`src/rtl/perfmon_pkg.sv`:
```
package perfmon_pkg;

   typedef enum logic [1:0] {
      PM_STALL_WB = 2'd0,
      PM_ITLB     = 2'd1,
      PM_DATA     = 2'd2,
      PM_IDLE     = 2'd3
   } pm_mode_e;

   // counter slots
   localparam int NUM_CNT  = 3;
   localparam int SLOT_CYC = 0;
   localparam int SLOT_EV0 = 1;
   localparam int SLOT_EV1 = 2;

   // register addresses
   localparam int A_CTRL = 0;
   localparam int A_STAT = 1;
   localparam int A_CNT0 = 2;   // counters follow in slot order

   // CTRL fields
   localparam int C_EN       = 0;
   localparam int C_RST_EV   = 1;
   localparam int C_RST_CYC  = 2;
   localparam int C_MODE_LSB = 4;
   localparam int C_IRQ_LSB  = 8;
   localparam int C_TOP_BIT  = C_IRQ_LSB + NUM_CNT - 1;

endpackage

```
`src/rtl/perfmon_counter.sv`:
```
module perfmon_counter
   import perfmon_pkg::*;
#(
   parameter int CNT_W = 32,
   parameter int INC_W = 5
) (
   input  logic             clk,
   input  logic             rst_n,
   input  logic             clr,
   input  logic             ld,
   input  logic [CNT_W-1:0] ld_val,
   input  logic             cnt_en,
   input  logic [INC_W-1:0] inc,
   input  logic             flag_clr,
   output logic [CNT_W-1:0] value,
   output logic             flag
);

   localparam int PAD_W = CNT_W + 1 - INC_W;

   logic [CNT_W:0] sum;
   logic           wrap;

   initial begin : p_param_chk
      assert (INC_W >= 1 && INC_W < CNT_W)
         else $error("perfmon_counter: INC_W must lie in 1..CNT_W-1");
   end

   assign sum  = {1'b0, value} + {{PAD_W{1'b0}}, inc};
   assign wrap = cnt_en && !clr && !ld && sum[CNT_W];

   always_ff @(posedge clk or negedge rst_n) begin
      if (!rst_n) begin
         value <= '0;
      end else if (clr) begin
         value <= '0;
      end else if (ld) begin
         value <= ld_val;
      end else if (cnt_en) begin
         value <= sum[CNT_W-1:0];
      end
   end

   always_ff @(posedge clk or negedge rst_n) begin
      if (!rst_n) begin
         flag <= 1'b0;
      end else if (wrap) begin
         flag <= 1'b1;
      end else if (flag_clr) begin
         flag <= 1'b0;
      end
   end

   AST_CLR_ZERO: assert property (@(posedge clk) disable iff (!rst_n)
      clr |=> (value == '0)) else $error("clear did not zero counter");

   AST_HOLD_WHEN_OFF: assert property (@(posedge clk) disable iff (!rst_n)
      (!cnt_en && !clr && !ld) |=> $stable(value)) else $error("counter moved while off");

   AST_FLAG_STICKY: assert property (@(posedge clk) disable iff (!rst_n)
      (flag && !flag_clr) |=> flag) else $error("flag dropped without clear");

   AST_LOAD_TAKES: assert property (@(posedge clk) disable iff (!rst_n)
      (ld && !clr) |=> (value == $past(ld_val))) else $error("load lost");

endmodule

```
`src/rtl/perfmon_evsel.sv`:
```
module perfmon_evsel
   import perfmon_pkg::*;
#(
   parameter int INC_W = 5
) (
   input  pm_mode_e         mode,
   input  logic             dep_stall,
   input  logic             dc_wback,
   input  logic             inst_exec,
   input  logic             itlb_walk,
   input  logic             itlb_on,
   input  logic             dacc_valid,
   input  logic [INC_W-1:0] dacc_count,
   output logic [INC_W-1:0] inc_ev0,
   output logic [INC_W-1:0] inc_ev1
);

   localparam logic [INC_W-1:0] ONE  = INC_W'(1);
   localparam logic [INC_W-1:0] NONE = '0;

   always_comb begin
      inc_ev0 = NONE;
      inc_ev1 = NONE;
      unique case (mode)
         PM_STALL_WB: begin
            if (dep_stall) inc_ev0 = ONE;
            if (dc_wback)  inc_ev1 = ONE;
         end
         PM_ITLB: begin
            if (inst_exec)             inc_ev0 = ONE;
            if (itlb_walk && itlb_on)  inc_ev1 = ONE;
         end
         PM_DATA: begin
            if (dacc_valid) inc_ev0 = dacc_count;
         end
         default: begin
            inc_ev0 = NONE;
            inc_ev1 = NONE;
         end
      endcase
   end

endmodule

```
`src/rtl/perfmon_regs.sv`:
```
module perfmon_regs
   import perfmon_pkg::*;
#(
   parameter int CNT_W  = 32,
   parameter int DATA_W = 32,
   parameter int ADDR_W = 3
) (
   input  logic                            clk,
   input  logic                            rst_n,
   input  logic                            wr,
   input  logic [ADDR_W-1:0]               addr,
   input  logic [DATA_W-1:0]               wdata,
   output logic [DATA_W-1:0]               rdata,
   input  logic [NUM_CNT-1:0][CNT_W-1:0]   cnt_val,
   input  logic [NUM_CNT-1:0]              flags,
   output logic                            en,
   output pm_mode_e                        mode,
   output logic [NUM_CNT-1:0]              irq_en,
   output logic [NUM_CNT-1:0]              clr,
   output logic [NUM_CNT-1:0]              ld,
   output logic [CNT_W-1:0]                ld_val,
   output logic [NUM_CNT-1:0]              flag_clr
);

   logic sel_ctrl;
   logic sel_stat;
   logic wr_ctrl;

   assign sel_ctrl = (addr == ADDR_W'(A_CTRL));
   assign sel_stat = (addr == ADDR_W'(A_STAT));
   assign wr_ctrl  = wr && sel_ctrl;

   always_ff @(posedge clk or negedge rst_n) begin
      if (!rst_n) begin
         en     <= 1'b0;
         mode   <= PM_STALL_WB;
         irq_en <= '0;
      end else if (wr_ctrl) begin
         en     <= wdata[C_EN];
         mode   <= pm_mode_e'(wdata[C_MODE_LSB +: 2]);
         irq_en <= wdata[C_IRQ_LSB +: NUM_CNT];
      end
   end

   // reset pulses act at the edge that takes the write
   always_comb begin
      clr           = '0;
      clr[SLOT_CYC] = wr_ctrl && wdata[C_RST_CYC];
      clr[SLOT_EV0] = wr_ctrl && wdata[C_RST_EV];
      clr[SLOT_EV1] = wr_ctrl && wdata[C_RST_EV];
   end

   assign flag_clr = (wr && sel_stat) ? wdata[NUM_CNT-1:0] : '0;
   assign ld_val   = wdata[CNT_W-1:0];

   for (genvar i = 0; i < NUM_CNT; i++) begin : g_ld
      assign ld[i] = wr && (addr == ADDR_W'(A_CNT0 + i));
   end

   always_comb begin
      rdata = '0;
      if (sel_ctrl) begin
         rdata[C_EN]                    = en;
         rdata[C_MODE_LSB +: 2]         = mode;
         rdata[C_IRQ_LSB +: NUM_CNT]    = irq_en;
      end else if (sel_stat) begin
         rdata[NUM_CNT-1:0]             = flags;
      end else begin
         for (int i = 0; i < NUM_CNT; i++) begin
            if (addr == ADDR_W'(A_CNT0 + i)) rdata[CNT_W-1:0] = cnt_val[i];
         end
      end
   end

   AST_MODE_WRITE: assert property (@(posedge clk) disable iff (!rst_n)
      wr_ctrl |=> (mode == pm_mode_e'($past(wdata[C_MODE_LSB +: 2]))))
      else $error("mode write lost");

endmodule

```
`src/rtl/perfmon_top.sv`:
```
module perfmon_top
   import perfmon_pkg::*;
#(
   parameter int CNT_W    = 32,
   parameter int DATA_W   = 32,
   parameter int ADDR_W   = 3,
   parameter int DACC_W   = 5,
   parameter int DACC_MAX = 16,
   parameter bit IRQ_REG  = 1'b0
) (
   input  logic              clk,
   input  logic              rst_n,
   input  logic              reg_wr,
   input  logic [ADDR_W-1:0] reg_addr,
   input  logic [DATA_W-1:0] reg_wdata,
   output logic [DATA_W-1:0] reg_rdata,
   input  logic              ev_dep_stall,
   input  logic              ev_dc_wback,
   input  logic              ev_inst_exec,
   input  logic              ev_itlb_walk,
   input  logic              itlb_enabled,
   input  logic              dacc_valid,
   input  logic [DACC_W-1:0] dacc_count,
   output logic              irq
);

   localparam int INC_W = DACC_W;

   initial begin : p_param_chk
      assert (DATA_W >= CNT_W)       else $error("perfmon_top: DATA_W below CNT_W");
      assert (DATA_W > C_TOP_BIT)    else $error("perfmon_top: DATA_W too narrow for CTRL");
      assert ((1 << ADDR_W) >= A_CNT0 + NUM_CNT)
         else $error("perfmon_top: ADDR_W too narrow for the map");
      assert (DACC_MAX < (1 << DACC_W)) else $error("perfmon_top: DACC_MAX needs wider DACC_W");
      assert (CNT_W > DACC_W)        else $error("perfmon_top: CNT_W must exceed DACC_W");
   end

   logic                          en;
   pm_mode_e                      mode;
   logic [NUM_CNT-1:0]            irq_en;
   logic [NUM_CNT-1:0]            clr;
   logic [NUM_CNT-1:0]            ld;
   logic [CNT_W-1:0]              ld_val;
   logic [NUM_CNT-1:0]            flag_clr;
   logic [NUM_CNT-1:0]            flags;
   logic [NUM_CNT-1:0][CNT_W-1:0] cnt_val;
   logic [NUM_CNT-1:0][INC_W-1:0] inc;
   logic [INC_W-1:0]              inc_ev0;
   logic [INC_W-1:0]              inc_ev1;
   logic                          irq_any;

   perfmon_regs #(
      .CNT_W  (CNT_W),
      .DATA_W (DATA_W),
      .ADDR_W (ADDR_W)
   ) u_regs (
      .clk      (clk),
      .rst_n    (rst_n),
      .wr       (reg_wr),
      .addr     (reg_addr),
      .wdata    (reg_wdata),
      .rdata    (reg_rdata),
      .cnt_val  (cnt_val),
      .flags    (flags),
      .en       (en),
      .mode     (mode),
      .irq_en   (irq_en),
      .clr      (clr),
      .ld       (ld),
      .ld_val   (ld_val),
      .flag_clr (flag_clr)
   );

   perfmon_evsel #(
      .INC_W (INC_W)
   ) u_evsel (
      .mode       (mode),
      .dep_stall  (ev_dep_stall),
      .dc_wback   (ev_dc_wback),
      .inst_exec  (ev_inst_exec),
      .itlb_walk  (ev_itlb_walk),
      .itlb_on    (itlb_enabled),
      .dacc_valid (dacc_valid),
      .dacc_count (dacc_count),
      .inc_ev0    (inc_ev0),
      .inc_ev1    (inc_ev1)
   );

   assign inc[SLOT_CYC] = INC_W'(1);
   assign inc[SLOT_EV0] = inc_ev0;
   assign inc[SLOT_EV1] = inc_ev1;

   for (genvar i = 0; i < NUM_CNT; i++) begin : g_cnt
      perfmon_counter #(
         .CNT_W (CNT_W),
         .INC_W (INC_W)
      ) u_cnt (
         .clk      (clk),
         .rst_n    (rst_n),
         .clr      (clr[i]),
         .ld       (ld[i]),
         .ld_val   (ld_val),
         .cnt_en   (en),
         .inc      (inc[i]),
         .flag_clr (flag_clr[i]),
         .value    (cnt_val[i]),
         .flag     (flags[i])
      );
   end

   assign irq_any = |(flags & irq_en);

   if (IRQ_REG) begin : g_irq_reg
      always_ff @(posedge clk or negedge rst_n) begin
         if (!rst_n) irq <= 1'b0;
         else        irq <= irq_any;
      end
   end else begin : g_irq_comb
      assign irq = irq_any;
   end

   AST_DACC_RANGE: assert property (@(posedge clk) disable iff (!rst_n)
      dacc_valid |-> (dacc_count <= DACC_W'(DACC_MAX))) else $error("access count out of range");

   AST_ITLB_OFF: assert property (@(posedge clk) disable iff (!rst_n)
      (mode == PM_ITLB && !itlb_enabled && !clr[SLOT_EV1] && !ld[SLOT_EV1])
      |=> $stable(cnt_val[SLOT_EV1])) else $error("walk counted with TLB off");

   AST_IDLE_MODE: assert property (@(posedge clk) disable iff (!rst_n)
      (mode == PM_IDLE && !clr[SLOT_EV0] && !ld[SLOT_EV0] && !clr[SLOT_EV1] && !ld[SLOT_EV1])
      |=> ($stable(cnt_val[SLOT_EV0]) && $stable(cnt_val[SLOT_EV1])))
      else $error("event counted in idle mode");

   AST_CYCLE_STEP: assert property (@(posedge clk) disable iff (!rst_n)
      (en && !clr[SLOT_CYC] && !ld[SLOT_CYC])
      |=> (cnt_val[SLOT_CYC] == $past(cnt_val[SLOT_CYC]) + CNT_W'(1)))
      else $error("cycle counter missed a step");

endmodule

```
`config.mk`:
```
export PLATFORM = sky130hd
export DESIGN_NAME = perfmon_top
export DESIGN_NICKNAME = d
export VERILOG_FILES = /design/src/rtl/perfmon_pkg.sv /design/src/rtl/perfmon_counter.sv /design/src/rtl/perfmon_evsel.sv /design/src/rtl/perfmon_regs.sv /design/src/rtl/perfmon_top.sv
export SDC_FILE = /design/constraint.sdc
export NUM_CORES = 1
export LEC_CHECK = 0
export BUFFER_PORTS_ARGS = -buffer_cell sky130_fd_sc_hd__buf_2
export CAP_MARGIN = 0
export CORE_UTILIZATION = 58
export DETAILED_ROUTE_END_ITERATION = 8
export PLACE_DENSITY = 0.79
export SLEW_MARGIN = 20
export SYNTH_ARGS = -nofsm -noshare
export SYNTH_HDL_FRONTEND = slang
export SYNTH_SLANG_ARGS = --single-unit
```
`constraint.sdc`:
```
create_clock -name clk -period 3.8 [get_ports clk]
set_input_delay 0.95 -clock clk [delete_from_list [all_inputs] [get_ports clk]]
set_output_delay 0.95 -clock clk [all_outputs]
set_load 0.05 [all_outputs]
```
# [Word-level counts from Yosys, hierarchy flattened]
# Cells that the tools add are included.
[word_totals] ff_bits=105 inputBits=49 output_inout_bits=33 wordCells=83
[op_classes] add_sub_neg=3 n_eq_ne=6 n_mux=34 bitwise=1 reduce_logical=30
[op_table] operator="$mux 32" n=12
[op_table] operator="$add 32x5->33" n=2
[op_table] operator="$add 32x1->33 const B" n=1
[op_table] operator="$mux 29" n=1
[op_table] operator="$mux 21" n=1
[op_table] operator="$logic_and 1x1->1" n=16
[op_table] operator="$pmux 5 s3" n=1
[op_table] operator="$mux 3" n=4
[op_table] operator="$mux 1" n=11
[op_table] operator="$pmux 5 s2" n=1
[op_table] operator="$reduce_bool 3->1" n=3
[op_table] operator="$eq 3x2->1 const B" n=2
[op_table] operator="$reduce_bool 2->1" n=3
[op_table] operator="$logic_not 1->1" n=5
[op_table] operator="$mux 5" n=1
[op_table] operator="$mux 2" n=2
[op_table] operator="$and 3x3->3" n=1
[op_table] operator="$eq 3x1->1 const B" n=1
[op_table] operator="$eq 3x3->1 const B" n=1
[op_table] operator="$logic_not 3->1" n=1
[op_table] operator="$reduce_or 3->1" n=1
[op_table] operator="$eq 2x1->1 const B" n=1
[op_table] operator="$eq 2x2->1 const B" n=1
[op_table] operator="$logic_not 2->1" n=1

# [Longest topological paths before layout]
[depth] depth_word=8 depth_mapped=10 mapped_depth_nobuf=10

# [By module]
# Synthesis repeated with hierarchy kept, for this count alone.
[hier_totals] cells_unflattened=925 area_unflattened_um2=8076.5
[by_module_without_submodules] mod="perfmon_counter at g_cnt[0].u_cnt" instances=1 cells_each=235 area_per_inst_um2=2237.1
[by_module_without_submodules] mod="perfmon_counter at g_cnt[2].u_cnt" instances=1 cells_each=257 area_per_inst_um2=2233.4
[by_module_without_submodules] mod="perfmon_counter at g_cnt[1].u_cnt" instances=1 cells_each=243 area_per_inst_um2=2147.1
[by_module_without_submodules] mod="perfmon_regs" instances=1 cells_each=170 area_per_inst_um2=1330.0
[by_module_without_submodules] mod="perfmon_evsel" instances=1 cells_each=16 area_per_inst_um2=107.6
[by_module_without_submodules] mod="perfmon_top" instances=1 cells_each=4 area_per_inst_um2=21.3

# [Worst setup path before layout]
# Ideal clock, no wire load.
[synth_path] path_kind="input-to-output" from="input reg_addr[0]" to="output reg_rdata[11]" arrival_time_ps=3142 required_ps=2850 setup_slack_ps=-292 stages=5 path_cell_list="buf_2 buf_1 buf_1 mux2i_1 o21ai_0"
[synth_between] elab_chain_len=6 word_cells_on_any_way=10 classes_between="eq/ne: 4; mux: 5; reduce/logical: 1"
[synth_lines] item="start: declaration" line="perfmon_top.sv:14" source="input logic [ADDR_W-1:0] reg_addr,"
[synth_lines] item="$eq 3x2->1" line="perfmon_regs.sv:70" source="if (addr == ADDR_W'(A_CNT0 + i)) rdata[CNT_W-1:0] = cnt_val[i];"
[synth_lines] item="$mux 32 (3 in a row)" line="perfmon_regs.sv:70"
[synth_lines] item="$mux 29" line="perfmon_regs.sv:66" source="end else if (sel_stat) begin"
[synth_lines] item="$mux 21 (*)" line="perfmon_regs.sv:62" source="if (sel_ctrl) begin"
[synth_lines] item="end: declaration" line="perfmon_top.sv:16" source="output logic [DATA_W-1:0] reg_rdata,"
# Every way passes the cells marked *; elsewhere a longest branch is shown, timed or not.

# [Final worst setup path]
[layout_path] from="input reg_addr[2]" to="output reg_rdata[29]"
# Same word-level chain as after synthesis.

==> results.md <==
- Lkg Pwr: around 3.4 nW
- Layout area overhead: 12.76%
- Diodes inserted: 0
- # Max-Cap Violations: 0
- Top cells by area, synth: dfrtp_1 (35%), nand2_1 (7.0%), mux2i_1 (6.3%), o21ai_0 (6.2%), nand4_1 (3.8%)
- Vias per inst: roughly 7
- Initial antenna violation count: 0
- Vias: roughly 7600
- Core Area: around 13000 sq um
- RSZ-0062 raised after global routing: false
- Clock sink count: approximately 110
- Cells after Synth: 878
- Post-CTS Setup Inserts: 0
- Top_reg_cell synth: dfrtp_1
- Slew headroom: roughly two fifths
- Final antenna-violating net count: 0
- Num rows: slightly above 40
- Register area: around 2600 sq um
- Die Height: 115.4 um
- WS Path Type: in2out
- Fin Setup TNS: 0 ns
- DIE AREA: ~13000 sq um
- TritonCTS clock tree: yes
- Yosys reg bits: around 110
- Yosys top cell by area: dfrtp_1
- Grt total ovfl: 0
- Wire length per cell: 21.53 um
- Final core utilization: roughly two thirds
- Max VDD drop: 0.4237 mV
- Clock Skews: ~0.0059 ns
- DRT iter0 DRCs: 886
- Cts repair resizes: 0
- Synth Net Count: between 900 and 1000
- Worst Tran Pin Value: ~0.92 ns
- Setup crit end kind: output pin
- Final min period: about 3.4 ns
- Detailed Place HPWL: roughly 17000 um
- Commonest cells in the netlist: nand2_1 (139), dfrtp_1 (105), o21ai_0 (93)
- Starting density of the core: between 50% and 60%
- Post-synth ARST share: between 90% and 100%
- Post-synth cell types: 78
- FF-to-FF setup slack: 0.77 ns
- I/O Buffers: 81
- Drt first pass iters: 5
- Worst-Skew Late Latency: 0.36 ns
- CP Launch Type: primary input
- Ratio of cells with drive above 1 in the final layout: 16.84%
- Total Wirelength: 24030 um
- CP arrival: ~2.4 ns
- Top-count cell post-synth: nand2_1
- Total Routing Usage GR: 38.22%
- Fmax: about 300 MHz
- Sequential fraction of the synthesis area: 35.20%
- Number of synthesized flops with an enable pin: 0
- H-tree Lvls: 3
- Die width: 115.4 um
- Largest net degree at the start of global routing: 60
- Final Cycle Share: between 80% and 90%
- Final slew viol count: 0
- Top-area cell type share of the netlist area: a little over a third
- Clock slew at reported path FFs: 0.07 ns
- Post-Synthesis Cell Area: approximately 7500 sq um
- CTS Buffer Depth: 2
- Ports: slightly above 80
- Global-route wire length before repair: between 30000 and 40000 um
- Layout Nets: 997
- Fin. Hold Viols: 0
- Syn avg cell area: 8.502 sq um
- Multi-input combinational cell area: between 4000 and 5000 sq um
- Cts hold-fix bufs: 0
- Warnings from Yosys: 0
- Hold Crit Class: reg2reg
- Status: finished, final reports clean
- Max FO, Critical Path: 22
- Residual DRC: 0
- CTS buffer count: 9
- RePlAce Congestion: about 0.93
- Final setup fails: 0
- Clock Tree Root: clkbuf_16
- Vias in the first global route: 7096
- Crit path required time: around 2.9 ns
- Fill cells: 1078
- Power per cell area: about 500 nW/um^2
==> worst max-delay path, stage by stage <==
cell and delay (ns):
buf_2 0.27, nor2b_1 0.24, nor2b_2 0.28, buf_12 0.19
nand2_1 0.07, o21ai_1 0.12, buf_2 0.30
==> cells by family after synthesis <==
kind of cell	count (synthesis)	share of synthesized area, %
AO/OA/AOI/OAI	231	21.67
XOR/XNOR	37	4.341
adder cells (fa/ha/maj)	9	1.609
buffers and inverters	76	4.559
flip-flops	105	35.20
multiplexers	54	7.358
AND/OR/NAND/NOR	366	25.26
==> placed cells by master, fill, tap and decap left out, types with 6 or more instances in the layout <==
| cell | synthesis | routed |
|---|---|---|
| o311ai_0 | 6 | 6 |
| o211ai_1 | 17 | 17 |
| o22ai_1 | 9 | 9 |
| nand2_1 | 139 | 139 |
| and3_1 | 16 | 16 |
| nor3_1 | 26 | 26 |
| and2_1 | 11 | 11 |
| dfrtp_1 | 105 | 105 |
| nor2_1 | 27 | 27 |
| clkbuf_16 | 0 | 9 |
| buf_2 | 16 | 80 |
| nor4_1 | 10 | 10 |
| a21oi_1 | 14 | 14 |
| mux2i_1 | 47 | 47 |
| a221o_1 | 14 | 14 |
| nand2b_1 | 8 | 8 |
| o21ai_0 | 93 | 72 |
| a22o_1 | 6 | 6 |
| xnor2_1 | 11 | 11 |
| xor2_1 | 26 | 26 |
| o21ai_1 | 0 | 21 |
| ha_1 | 8 | 8 |
| inv_1 | 18 | 18 |
| mux2_2 | 7 | 7 |
| buf_4 | 0 | 25 |
| a31oi_1 | 10 | 10 |
| a22oi_1 | 12 | 12 |
| nand4_1 | 45 | 45 |
| nand3_1 | 41 | 41 |
| a211oi_1 | 6 | 6 |
==> per-stage QoR <==
step                      instance area [sq um]  hold slack (ns)  cells  power, mW  setup slack (ns)
after floorplan                            7465           0.4672    878      2.621           0.04431
after global placement                     8071           0.4948   1100      3.037            0.4037
after detailed placement                   8071           0.4986   1100      3.072            0.3110
after CTS                                  8417           0.5145   1116      4.179            0.4536
after global routing                       8417           0.5284   1116      4.422            0.3118
final                                      8417           0.5154   1116      4.200            0.4152
==> path summary, 6_finish.rpt <==
path                                                     start  cells past startpoint                                   end
max reg2reg                         u_regs.mode[0]$_DFFE_PN0P_                     10  g_cnt[1].u_cnt.value[26]$_DFFE_PN0P_
max                                                reg_addr[2]                      7                         reg_rdata[29]
min                        g_cnt[2].u_cnt.value[0]$_DFFE_PN0P_                      2   g_cnt[2].u_cnt.value[0]$_DFFE_PN0P_
min in group asynchronous                                rst_n                      1   g_cnt[2].u_cnt.value[5]$_DFFE_PN0P_
min reg2reg                g_cnt[2].u_cnt.value[0]$_DFFE_PN0P_                      2   g_cnt[2].u_cnt.value[0]$_DFFE_PN0P_
max in group asynchronous                                rst_n                      2  g_cnt[0].u_cnt.value[26]$_DFFE_PN0P_
==> layout make-up <==
class | count | area share, %
multi-input combinational | 697 | 53.81
tap | 172 | 2.557
clock buffer | 11 | 2.884
sequential | 105 | 31.22
inverter | 19 | 0.8473
timing repair buffer | 107 | 7.462
clock inverter | 5 | 1.219
==> power breakdown <==
part           switching (mW)  internal (mW)  total (mW)
sequential              0.420           1.38        1.80
combinational           0.797          0.502        1.30
clock                   0.442          0.662        1.10
total                    1.66           2.54        4.20
==> registers in the layout (all words and copies together), names as in the netlist <==
name               cells
g_cnt.u_cnt.value     96
g_cnt.u_cnt.flag       3
u_regs.irq_en          3
u_regs.mode            2
u_regs.en              1
==> metal layers <==
layer,routed length (um),up-vias,track usage (%)
met4,1379,0,21.04
met1,9990,3649,51.34
met2,10750,425,58.24
met3,1911,93,7.479
li1,-,3418,-
met5,0,-,0
Note: power is estimated with default switching activity, not from simulation.
